**src/rtl/i2c_host_pkg.sv**
```systemverilog
// Package i2c_host_pkg
// Shared constants and types for the I2C master controller: register width,
// the bit positions of the control and status fields, mode codes, register
// indices and the transaction opcode type.
// Assumes 8-bit registers laid out on a 4-byte stride.
package i2c_host_pkg;

    localparam int REG_W = 8;

    // Control register bit positions
    localparam int B_ACKEN = 7;
    localparam int B_IEN   = 5;
    localparam int B_PEND  = 4;

    // Status register bit positions
    localparam int B_MST   = 7;
    localparam int B_BUSY  = 5;
    localparam int B_OE    = 4;
    localparam int B_LAST  = 0;

    localparam logic [1:0] MODE_MRX = 2'd2;
    localparam logic [1:0] MODE_MTX = 2'd3;

    // Register indices (offset / 4)
    localparam int IDX_CON  = 0;
    localparam int IDX_STAT = 1;
    localparam int IDX_OWN  = 2;
    localparam int IDX_DS   = 3;
    localparam int IDX_LC   = 4;

    typedef enum logic [1:0] {
        OP_START = 2'd0,
        OP_WRITE = 2'd1,
        OP_READ  = 2'd2,
        OP_STOP  = 2'd3
    } i2c_op_e;

endpackage

```
**src/rtl/i2c_host_decode.sv**
```systemverilog
// Module i2c_host_decode
// Turns a byte offset into a one-hot register select.
// Register i sits at byte offset 4*i. Offsets outside the window, and offsets
// that are not multiples of 4, select nothing.
// Purely combinational.
module i2c_host_decode #(
    parameter int ADDR_W   = 5,
    parameter int NUM_REGS = 5
) (
    input  logic [ADDR_W-1:0]   addr,
    output logic [NUM_REGS-1:0] hit
);

    localparam int STRIDE = 4;

    for (genvar gi = 0; gi < NUM_REGS; gi++) begin : g_hit
        // compare the offset against this register's slot
        assign hit[gi] = (addr == ADDR_W'(gi * STRIDE));
    end

endmodule

```
**src/rtl/i2c_host_txn.sv**
```systemverilog
// Module i2c_host_txn
// Transaction sequencer. It accepts one command while idle and drives a
// one-cycle request on the transaction port. It then waits for the done
// strobe and reports the result with a one-cycle fin pulse.
// Assumes that done never arrives in the same cycle as the request it answers.
module i2c_host_txn
    import i2c_host_pkg::*;
(
    input  logic             clk,
    input  logic             rst_n,
    input  logic             cmd_valid,
    input  i2c_op_e          cmd_op,
    input  logic [REG_W-1:0] cmd_byte,
    output logic             idle,
    output logic             fin,
    output i2c_op_e          fin_op,
    output logic             fin_nack,
    output logic [REG_W-1:0] fin_data,
    output logic             txn_req,
    output i2c_op_e          txn_op,
    output logic [REG_W-1:0] txn_byte,
    input  logic             txn_done,
    input  logic             txn_nack,
    input  logic [REG_W-1:0] txn_rdata
);

    logic             busy_q;
    logic             req_q;
    i2c_op_e          op_q;
    logic [REG_W-1:0] byte_q;

    // track the one outstanding transaction and the single request pulse
    always_ff @(posedge clk) begin
        if (!rst_n) begin
            busy_q <= 1'b0;
            req_q  <= 1'b0;
            op_q   <= OP_STOP;
            byte_q <= '0;
        end else begin
            req_q <= 1'b0;
            if (!busy_q && cmd_valid) begin
                busy_q <= 1'b1;
                req_q  <= 1'b1;
                op_q   <= cmd_op;
                byte_q <= cmd_byte;
            end else if (fin) begin
                busy_q <= 1'b0;
            end
        end
    end

    assign idle     = !busy_q;
    assign fin      = busy_q && !req_q && txn_done;
    assign fin_op   = op_q;
    assign fin_nack = txn_nack;
    assign fin_data = txn_rdata;
    assign txn_req  = req_q;
    assign txn_op   = op_q;
    assign txn_byte = byte_q;

    AST_REQ_ONE_CYCLE: assert property (@(posedge clk) disable iff (!rst_n)
        txn_req |=> !txn_req);
    AST_CMD_ONLY_IDLE: assert property (@(posedge clk) disable iff (!rst_n)
        (cmd_valid && !idle) |-> fin);

endmodule

```
**src/rtl/i2c_host_ctrl.sv**
```systemverilog
// Module i2c_host_ctrl (top)
// Register-mapped I2C master controller. It holds five byte registers,
// drives the interrupt from the sticky pending bit, and launches start,
// write, read and stop transactions through i2c_host_txn. A start in
// receive mode is followed by a chained read one cycle after the start ends.
// Register accesses stall (reg_ready low) while a transaction is in flight.
module i2c_host_ctrl
    import i2c_host_pkg::*;
#(
    parameter int ADDR_W   = 5,
    parameter int NUM_REGS = 5
) (
    input  logic              clk,
    input  logic              rst_n,
    input  logic              reg_sel,
    input  logic              reg_wr,
    input  logic [ADDR_W-1:0] reg_addr,
    input  logic [7:0]        reg_wdata,
    output logic [7:0]        reg_rdata,
    output logic              reg_ready,
    output logic              irq,
    output logic              txn_req,
    output logic [1:0]        txn_op,
    output logic [7:0]        txn_byte,
    input  logic              txn_done,
    input  logic              txn_nack,
    input  logic [7:0]        txn_rdata
);

    localparam logic [REG_W-1:0] RST_ONES = '1;

    logic [NUM_REGS-1:0] hit;
    logic [REG_W-1:0] con_q, stat_q, own_q, ds_q, lc_q;
    logic [REG_W-1:0] con_n, stat_n, own_n, ds_n, lc_n;
    logic             srv_q, srv_n, chain_q, chain_n;
    logic             launch, raise;
    i2c_op_e          launch_op;
    logic [REG_W-1:0] launch_byte;
    logic             seq_idle, fin, fin_nack;
    i2c_op_e          fin_op, seq_op;
    logic [REG_W-1:0] fin_data;
    logic             wr_acc, rd_acc, pend, busy, oe;
    logic [1:0]       mode;

    i2c_host_decode #(.ADDR_W(ADDR_W), .NUM_REGS(NUM_REGS)) u_dec (
        .addr (reg_addr),
        .hit  (hit)
    );

    i2c_host_txn u_txn (
        .clk       (clk),
        .rst_n     (rst_n),
        .cmd_valid (launch),
        .cmd_op    (launch_op),
        .cmd_byte  (launch_byte),
        .idle      (seq_idle),
        .fin       (fin),
        .fin_op    (fin_op),
        .fin_nack  (fin_nack),
        .fin_data  (fin_data),
        .txn_req   (txn_req),
        .txn_op    (seq_op),
        .txn_byte  (txn_byte),
        .txn_done  (txn_done),
        .txn_nack  (txn_nack),
        .txn_rdata (txn_rdata)
    );

    assign txn_op    = seq_op;
    assign reg_ready = seq_idle && !chain_q;
    assign wr_acc    = reg_sel && reg_ready && reg_wr;
    assign rd_acc    = reg_sel && reg_ready && !reg_wr;
    assign pend      = con_q[B_PEND];
    assign busy      = stat_q[B_BUSY];
    assign oe        = stat_q[B_OE];
    assign mode      = stat_q[7:6];
    assign irq       = con_q[B_PEND];

    // select the read value for the addressed register, 0 when unmapped
    always_comb begin
        reg_rdata = '0;
        if (hit[IDX_CON])  reg_rdata = con_q;
        if (hit[IDX_STAT]) reg_rdata = stat_q;
        if (hit[IDX_OWN])  reg_rdata = own_q;
        if (hit[IDX_DS])   reg_rdata = ds_q;
        if (hit[IDX_LC])   reg_rdata = lc_q;
    end

    // work out the register updates and any transaction to launch this cycle
    always_comb begin
        con_n = con_q;  stat_n = stat_q; own_n = own_q;
        ds_n  = ds_q;   lc_n   = lc_q;   srv_n = srv_q;
        chain_n = 1'b0; raise = 1'b0;
        launch = 1'b0;  launch_op = OP_WRITE; launch_byte = ds_q;

        if (chain_q) begin
            launch    = 1'b1;
            launch_op = OP_READ;
        end

        if (fin) begin
            case (fin_op)
                OP_START: begin
                    if (fin_nack && con_q[B_ACKEN]) begin
                        stat_n[B_LAST] = 1'b1;
                        raise = 1'b1;
                    end else if (mode == MODE_MRX) begin
                        chain_n = 1'b1;
                    end else begin
                        raise = 1'b1;
                    end
                end
                OP_WRITE: begin
                    stat_n[B_LAST] = fin_nack && con_q[B_ACKEN];
                    raise = 1'b1;
                end
                OP_READ: begin
                    ds_n  = fin_data;
                    raise = 1'b1;
                end
                default: ;
            endcase
            if (raise && con_q[B_IEN]) con_n[B_PEND] = 1'b1;
        end

        if (wr_acc && hit[IDX_CON]) begin
            con_n = reg_wdata;
            con_n[B_PEND] = pend;
            if (pend && !reg_wdata[B_PEND]) begin
                con_n[B_PEND] = 1'b0;
                if (!reg_wdata[B_IEN]) begin
                    stat_n[B_BUSY] = 1'b0;
                end else if (busy) begin
                    if (!srv_q) begin
                        con_n[B_PEND] = 1'b1;
                    end else if (mode == MODE_MTX) begin
                        launch = 1'b1; launch_op = OP_WRITE;
                    end else if (mode == MODE_MRX) begin
                        launch = 1'b1; launch_op = OP_READ;
                    end
                end
            end
        end

        if (wr_acc && hit[IDX_STAT]) begin
            stat_n = reg_wdata;
            stat_n[B_BUSY] = busy;
            if (!reg_wdata[B_OE]) begin
                stat_n[B_BUSY] = 1'b0;
                con_n[B_PEND]  = 1'b0;
                srv_n = 1'b1;
            end else if (reg_wdata[B_MST]) begin
                launch = 1'b1;
                if (reg_wdata[B_BUSY]) begin
                    stat_n[B_LAST] = 1'b0;
                    stat_n[B_BUSY] = 1'b1;
                    srv_n     = 1'b0;
                    launch_op = OP_START;
                end else begin
                    if (!pend) stat_n[B_BUSY] = 1'b0;
                    srv_n     = 1'b1;
                    launch_op = OP_STOP;
                end
            end
        end

        if (wr_acc && hit[IDX_OWN] && !oe) own_n = reg_wdata;
        if (wr_acc && hit[IDX_LC]) lc_n = reg_wdata;

        if (wr_acc && hit[IDX_DS] && oe) begin
            ds_n  = reg_wdata;
            srv_n = 1'b1;
            if (mode == MODE_MTX && busy && !pend) begin
                launch = 1'b1; launch_op = OP_WRITE; launch_byte = reg_wdata;
            end
        end

        if (rd_acc && hit[IDX_DS]) begin
            srv_n = 1'b1;
            if (mode == MODE_MRX && busy && !pend) begin
                launch = 1'b1; launch_op = OP_READ;
            end
        end

        if (launch && (launch_op == OP_WRITE || launch_op == OP_READ)) begin
            stat_n[B_LAST] = 1'b0;
            srv_n = 1'b0;
        end
    end

    // register state with synchronous active-low reset
    always_ff @(posedge clk) begin
        if (!rst_n) begin
            con_q   <= '0;
            stat_q  <= '0;
            own_q   <= RST_ONES;
            ds_q    <= RST_ONES;
            lc_q    <= '0;
            srv_q   <= 1'b1;
            chain_q <= 1'b0;
        end else begin
            con_q   <= con_n;
            stat_q  <= stat_n;
            own_q   <= own_n;
            ds_q    <= ds_n;
            lc_q    <= lc_n;
            srv_q   <= srv_n;
            chain_q <= chain_n;
        end
    end

    AST_IRQ_NEEDS_EN: assert property (@(posedge clk) disable iff (!rst_n)
        $rose(irq) |-> con_q[B_IEN]);
    AST_SW_NO_PEND_SET: assert property (@(posedge clk) disable iff (!rst_n)
        (wr_acc && hit[IDX_CON] && !pend) |=> !irq);
    AST_OE_OFF_NOT_BUSY: assert property (@(posedge clk) disable iff (!rst_n)
        !stat_q[B_OE] |-> !stat_q[B_BUSY]);
    AST_OWN_LOCKED: assert property (@(posedge clk) disable iff (!rst_n)
        (wr_acc && hit[IDX_OWN] && oe) |=> $stable(own_q));
    AST_DS_LOCKED: assert property (@(posedge clk) disable iff (!rst_n)
        (wr_acc && hit[IDX_DS] && !oe) |=> $stable(ds_q));
    AST_STALL_IN_FLIGHT: assert property (@(posedge clk) disable iff (!rst_n)
        txn_req |-> !reg_ready);

endmodule

```
**config.mk**
```make
export PLATFORM = sky130hd
export DESIGN_NAME = i2c_host_ctrl
export DESIGN_NICKNAME = d
export VERILOG_FILES = /design/src/rtl/i2c_host_pkg.sv /design/src/rtl/i2c_host_decode.sv /design/src/rtl/i2c_host_txn.sv /design/src/rtl/i2c_host_ctrl.sv
export SDC_FILE = /design/constraint.sdc
export NUM_CORES = 1
export LEC_CHECK = 0
export ABC_AREA = 0
export CORE_AREA = 2 2 80 59
export DETAILED_ROUTE_END_ITERATION = 7
export DIE_AREA = 0 0 82 61
export DONT_BUFFER_PORTS = 1
export PLACE_DENSITY = 0.8
export SLEW_MARGIN = 20
export SYNTH_ARGS = -nofsm -noshare
export SYNTH_HDL_FRONTEND = slang
export SYNTH_SLANG_ARGS = --single-unit
```
**constraint.sdc**
```tcl
create_clock -name clk -period 6 [get_ports clk]
set_input_delay 0.9 -clock clk [delete_from_list [all_inputs] [get_ports clk]]
set_output_delay 0.9 -clock clk [all_outputs]
set_load 0.05 [all_outputs]
```
==> results.ini, run 1 <==
[status]
status=complete, no violations

[logic_synthesis]
ys_seq_area_frac=0.390
synth_area_um2=2770
ys_warn_count=0
ys.flop_type=dfxtp_1
synth.net_count=362
ys_ff_latch=54
synth_edf_count=0
synthArstFlopShare=0
synth.area.top_cells=dfxtp_1, mux2i_1, nand2_1, a21oi_1, nor2_1
yosysTopAreaCell=dfxtp_1
ys_types=49
synth_top_area_share=0.390
synth_area_per_cell_um2=8.37
synth_cells=331

[grt]
grt_pass1_wl_um=11200
globalRouteOverflowTotal=0
grt_pass1_vias=2131
grt_max_degree=44
grt_use_total=0.305
antenna_found_initial=0

[clock_network]
worstSkewPairLatency_ps=320
cts_tree=built
cts_setup_buffers=0
post_cts_resized=0
htree_levels=2
numCtsBuffers=5
clkSinkCount=54
cts-root-buf=clkbuf_8
hold_buffers=0
cts.path.max_buffers=2
clk_pin_slew_ps=90

[critical_path]
required_ps=5100
crit_chain=or3_1 -> nor2_1 -> a22oi_1 -> o21ai_1
cp.arrival_ps=2770
worst-setup-path-type=in2out
cp_slowest_cell=nor2_1
reg2regPathDepth=5
cp-end-kind=primary output
crit_fanout=10
setup.worst_path.start_class=primary input
slowest_delay_ps=580

[finish]
antenna_cells=0
area_growth_pct=2.85
final_cells=375
drive_above_1_share=0.0500
nFillCells=361
nets=351

[timing]
tightest_slew_ps=1080
rsz0062_at_grt=false
period_share=0.611
tns_ps=0
fmax_mhz=273
final_max_slew_viol_count=0
finalHoldViolCount=0
setup_viol=0
period_needed_ps=3670
relSlewSlack=0.278
skew_ps=6.77

[floorplanning]
dieArea_um2=5000
die_height_um=61
design.core.area_um2=4200
start_util=0.659
ios=48
die_w_um=82
rows=20

[placed_design]
placed_cells=368
port_buffers=0
place.gp.congestion=0.843
post-dp-hpwl_um=5180

[drt]
routed_wl_um=7290
viasPerCell=6.62
vias=2483
wl_per_cell_um=19.4
drc=0
dr.pass1.iters=5
drt_iter0_drc=325
antenna_left=0

[hold_path]
min_path_type=reg2reg
hold_depth=2

[pwr]
power.density_nw_per_um2=207
vdd_drop_max_mv=0.123
power_leakage_nw=1.11

[run]
cap_violations=0

[synth_stat cells (all sizes together), types with 8 or more instances]
library cell / instances
clkbuf: 15
dfxtp: 54
o21ai: 11
mux2i: 34
nand3: 11
a221oi: 8
nor2: 31
a21oi: 26
a311oi: 8
nand2: 55
nor3: 12
a22oi: 8
[power breakdown]
group / total (mW) / leakage (nW) / switching (mW) / internal, mW
registers: 0.360 / 0.436 / 0.00131 / 0.359
clock network: 0.198 / 0.0383 / 0.117 / 0.0808
logic: 0.0325 / 0.631 / 0.0225 / 0.00992
[layout by cell type (no fill, tap or decap), types with 2 or more instances in the layout]
master / netlist / routed
o21ai_1: 0 / 8
nor3_1: 11 / 11
nand4_1: 3 / 3
dfxtp_1: 54 / 54
ha_1: 4 / 4
nand2_1: 55 / 55
nand2b_1: 3 / 3
clkbuf_8: 0 / 5
a311oi_1: 8 / 8
a211oi_1: 3 / 3
and3_1: 3 / 3
nand3b_1: 2 / 2
clkbuf_1: 15 / 2
a22oi_1: 8 / 8
nor2b_1: 2 / 2
inv_1: 6 / 6
mux2i_1: 34 / 34
nor2_1: 30 / 30
a21oi_1: 26 / 26
nand3_1: 11 / 11
o21ai_0: 11 / 3
nor4b_1: 2 / 2
a221oi_1: 8 / 8
nor4_1: 2 / 2
clkinv_1: 2 / 2
[worst max-delay path: cells and delay by family]
kind | cells | cell delay (ps)
AO/OA/AOI/OAI | 2 | 740
AND/OR/NAND/NOR | 2 | 1130
[path summary, 6_finish.rpt]
path | from | end | slack [ps]
setup / recovery | reg_addr[4] | reg_rdata[1] | 2330
hold / removal | con_q[0] | con_q[0] | 460
setup reg to reg | u_txn.busy_q | u_txn.fin_op[0] | 3320
hold reg to reg | con_q[0] | con_q[0] | 460
[kinds of logic after synthesis]
| family | count (synthesis) | synth area share |
|---|---|---|
| DFF | 54 | 0.390 |
| adders and majority gates | 4 | 0.0181 |
| buffers and inverters | 27 | 0.0375 |
| muxes | 34 | 0.123 |
| AOI/OAI and AO/OA | 76 | 0.189 |
| and+or+nand+nor | 136 | 0.242 |
[final cells by class]
class	instances	area, µm²	share of cell area
Inverter	8	30.0	0.0105
Timing Repair Buffer	1	7.51	0.00264
Multi-Input combinational cell	250	1590	0.556
Clock buffer	7	76.3	0.0268
Tap cell	55	68.8	0.0242
Sequential cell	54	1080	0.379
[metrics by stage]
| step | worst slack, ps | util | cell area (µm²) | hold slack [ps] | power [mW] |
|---|---|---|---|---|---|
| 6_report | 2330 | 0.678 | 2850 | 459 | 0.590 |
| 5_1_grt | 2210 | 0.678 | 2850 | 476 | 0.603 |
| 4_1_cts | 2350 | 0.678 | 2850 | 463 | 0.590 |
| 3_5_place_dp | 2350 | 0.660 | 2770 | 450 | 0.401 |
| 3_3_place_gp | 2410 | 0.660 | 2770 | 440 | 0.400 |
| 2_1_floorplan | 2360 | - | 2770 | 431 | 0.400 |
[sequential cells by signal, summed over array words and instances (netlist names)]
| register | cells |
|---|---|
| srv_q | 1 |
| con_q | 8 |
| u_txn.txn_req | 1 |
| u_txn.txn_byte | 8 |
| chain_q | 1 |
| stat_q | 8 |
| own_q | 8 |
| ds_q | 8 |
| u_txn.busy_q | 1 |
| u_txn.fin_op | 2 |
| lc_q | 8 |
[per-layer routing]
| layer | vias to the layer above | routed length (µm) | global-route usage |
|---|---|---|---|
| met5 | - | 0 | 0 |
| li1 | 1177 | - | - |
| met1 | 1163 | 3340 | 0.448 |
| met4 | 0 | 93 | 0.0810 |
| met3 | 11 | 792 | 0.0804 |
| met2 | 132 | 3070 | 0.443 |
No activity file was read; power rests on OpenSTA's default activity.
==> run 2: changes to the inputs <==
--- a/config.mk
+++ b/config.mk
@@ -6,11 +6,11 @@
 export NUM_CORES = 1
 export LEC_CHECK = 0
 export ABC_AREA = 0
-export CORE_AREA = 2 2 80 59
+export CORE_AREA = 2 2 83 61
 export DETAILED_ROUTE_END_ITERATION = 7
-export DIE_AREA = 0 0 82 61
+export DIE_AREA = 0 0 85 63
 export DONT_BUFFER_PORTS = 1
-export PLACE_DENSITY = 0.8
+export PLACE_DENSITY = 0.75
 export SLEW_MARGIN = 20
 export SYNTH_ARGS = -nofsm -noshare
 export SYNTH_HDL_FRONTEND = slang
==> constraint.sdc (replaced) <==
create_clock -name clk -period 3.4 [get_ports clk]
set_input_delay 0.51 -clock clk [delete_from_list [all_inputs] [get_ports clk]]
set_output_delay 0.51 -clock clk [all_outputs]
set_load 0.05 [all_outputs]
==> run 2 against run 1 <==
  * Clock power up 120%
  * Design area up 4.2%
  * Critical path depth up 1
  * Clock skew up 4.6 ps
  * Sequential share of layout area down 1.5 points
  * Cell count up 3.7%
  * Utilization down 3.2 points
  * Via count up 2.3%
  * Largest cell class unchanged
==> results.ini, run 2 (synthesized netlist as in run 1, its figures left out) <==
[timing]
period_share=0.805
final_max_slew_viol_count=0
fmax_mhz=365
finalHoldViolCount=0
hold_ws_ps=256
rsz0062_at_grt=false
tns_ps=0
tightest_slew_ps=806
skew_ps=11.4
period_needed_ps=2740
setup_viol=0
relSlewSlack=0.462

[floorplanning]
dieArea_um2=5360
ios=48
design.core.area_um2=4600
start_util=0.602
die_w_um=85
die_height_um=63
rows=21

[critical_path]
cp-end-kind=primary output
cp.arrival_ps=2230
crit_fanout=10
required_ps=2890
setup.worst_path.start_class=primary input
worst-setup-path-type=in2out

[finish]
nFillCells=411
drive_above_1_share=0.0873
antenna_cells=0
layout_commonest_cell=nand2_1
nets=362
most-common-layout-cells=nand2_1, dfxtp_1, mux2i_1, nor2_1, a21oi_1
area_growth_pct=7.14

[placed_design]
post-dp-hpwl_um=5350
port_buffers=0
place.gp.congestion=0.816

[drt]
drt_iter0_drc=181
routed_wl_um=7560
antenna_left=0
viasPerCell=6.53
met2_wirelength_um=3240
dr.pass1.iters=5
drc=0
wl_per_cell_um=19.4
wl_met3_um=742
vias=2539
m1WireLength_um=3440
routed.top_layer=met4

[clock_network]
hold_buffers=0
numCtsBuffers=5
worstSkewPairLatency_ps=320
cts_setup_buffers=0
post_cts_resized=0
cts.path.max_buffers=2
clkSinkCount=54
cts-root-buf=clkbuf_8
cts_tree=built
clk_pin_slew_ps=100
htree_levels=2

[grt]
antenna_found_initial=0
grt_pass1_vias=2444
grt_pass1_wl_um=12500
grt_use_total=0.295
globalRouteOverflowTotal=0
grt_max_degree=26

[pwr]
vdd_drop_max_mv=0.247
power.density_nw_per_um2=382
power_leakage_nw=1.18

[run]
cap_violations=0

[hold_path]
min_path_type=in2reg

[status]
status=complete, no violations

==> run 2: cell count changes in the layout (fill, tap and decap cells not counted), sizes merged <==
cell,before,now
buf,1,12
bufinv,0,1
clkbuf,7,6
clkinvlp,0,1
==> run 2: path summary, 6_finish.rpt <==
check | endpoint | depth (start not counted) | from | slack, ps
min reg2reg | con_q[2] | 2 | con_q[2] | 460
max | reg_rdata[3] | 5 | reg_addr[4] | 660
max reg2reg | u_txn.fin_op[0] | 4 | con_q[4] | 960
min | own_q[6] | 1 | rst_n | 260
==> run 2: stage by stage <==
step	instance area [µm²]	utilization	power, mW	instances	setup WS, ps
2_1_floorplan	2770	-	0.706	331	537
3_3_place_gp	2860	0.621	0.712	381	746
3_5_place_dp	2860	0.621	0.713	381	707
4_1_cts	2970	0.645	1.14	389	702
5_1_grt	2970	0.645	1.17	389	559
6_report	2970	0.645	1.13	389	663
==> run 2: critical path, stage by stage <==
cell,delay [ps]
or3_1,580
nor2_1,620
a22oi_1,150
o21ai_1,140
buf_4,220
==> run 2: power breakdown <==
part	internal, mW	switching [mW]
combinational	0.0213	0.0413
clock	0.220	0.216
sequential	0.634	0.00232
==> run 2: cell type report <==
type,count,area [µm²],area share
inverter,8,30.0,0.0101
clock buffer,6,72.6,0.0245
tap,57,71.3,0.0240
clock inverter,2,37.5,0.0126
sequential,54,1080,0.364
timing repair buffer,12,90.1,0.0304
multi-input combinational,250,1590,0.534
==> run 2: per-layer routing <==
metal | global-route usage | up-vias
li1 | - | 1202
met1 | 0.411 | 1182
met2 | 0.438 | 138
met3 | 0.0925 | 17
met4 | 0.0853 | 0
met5 | 0 | -
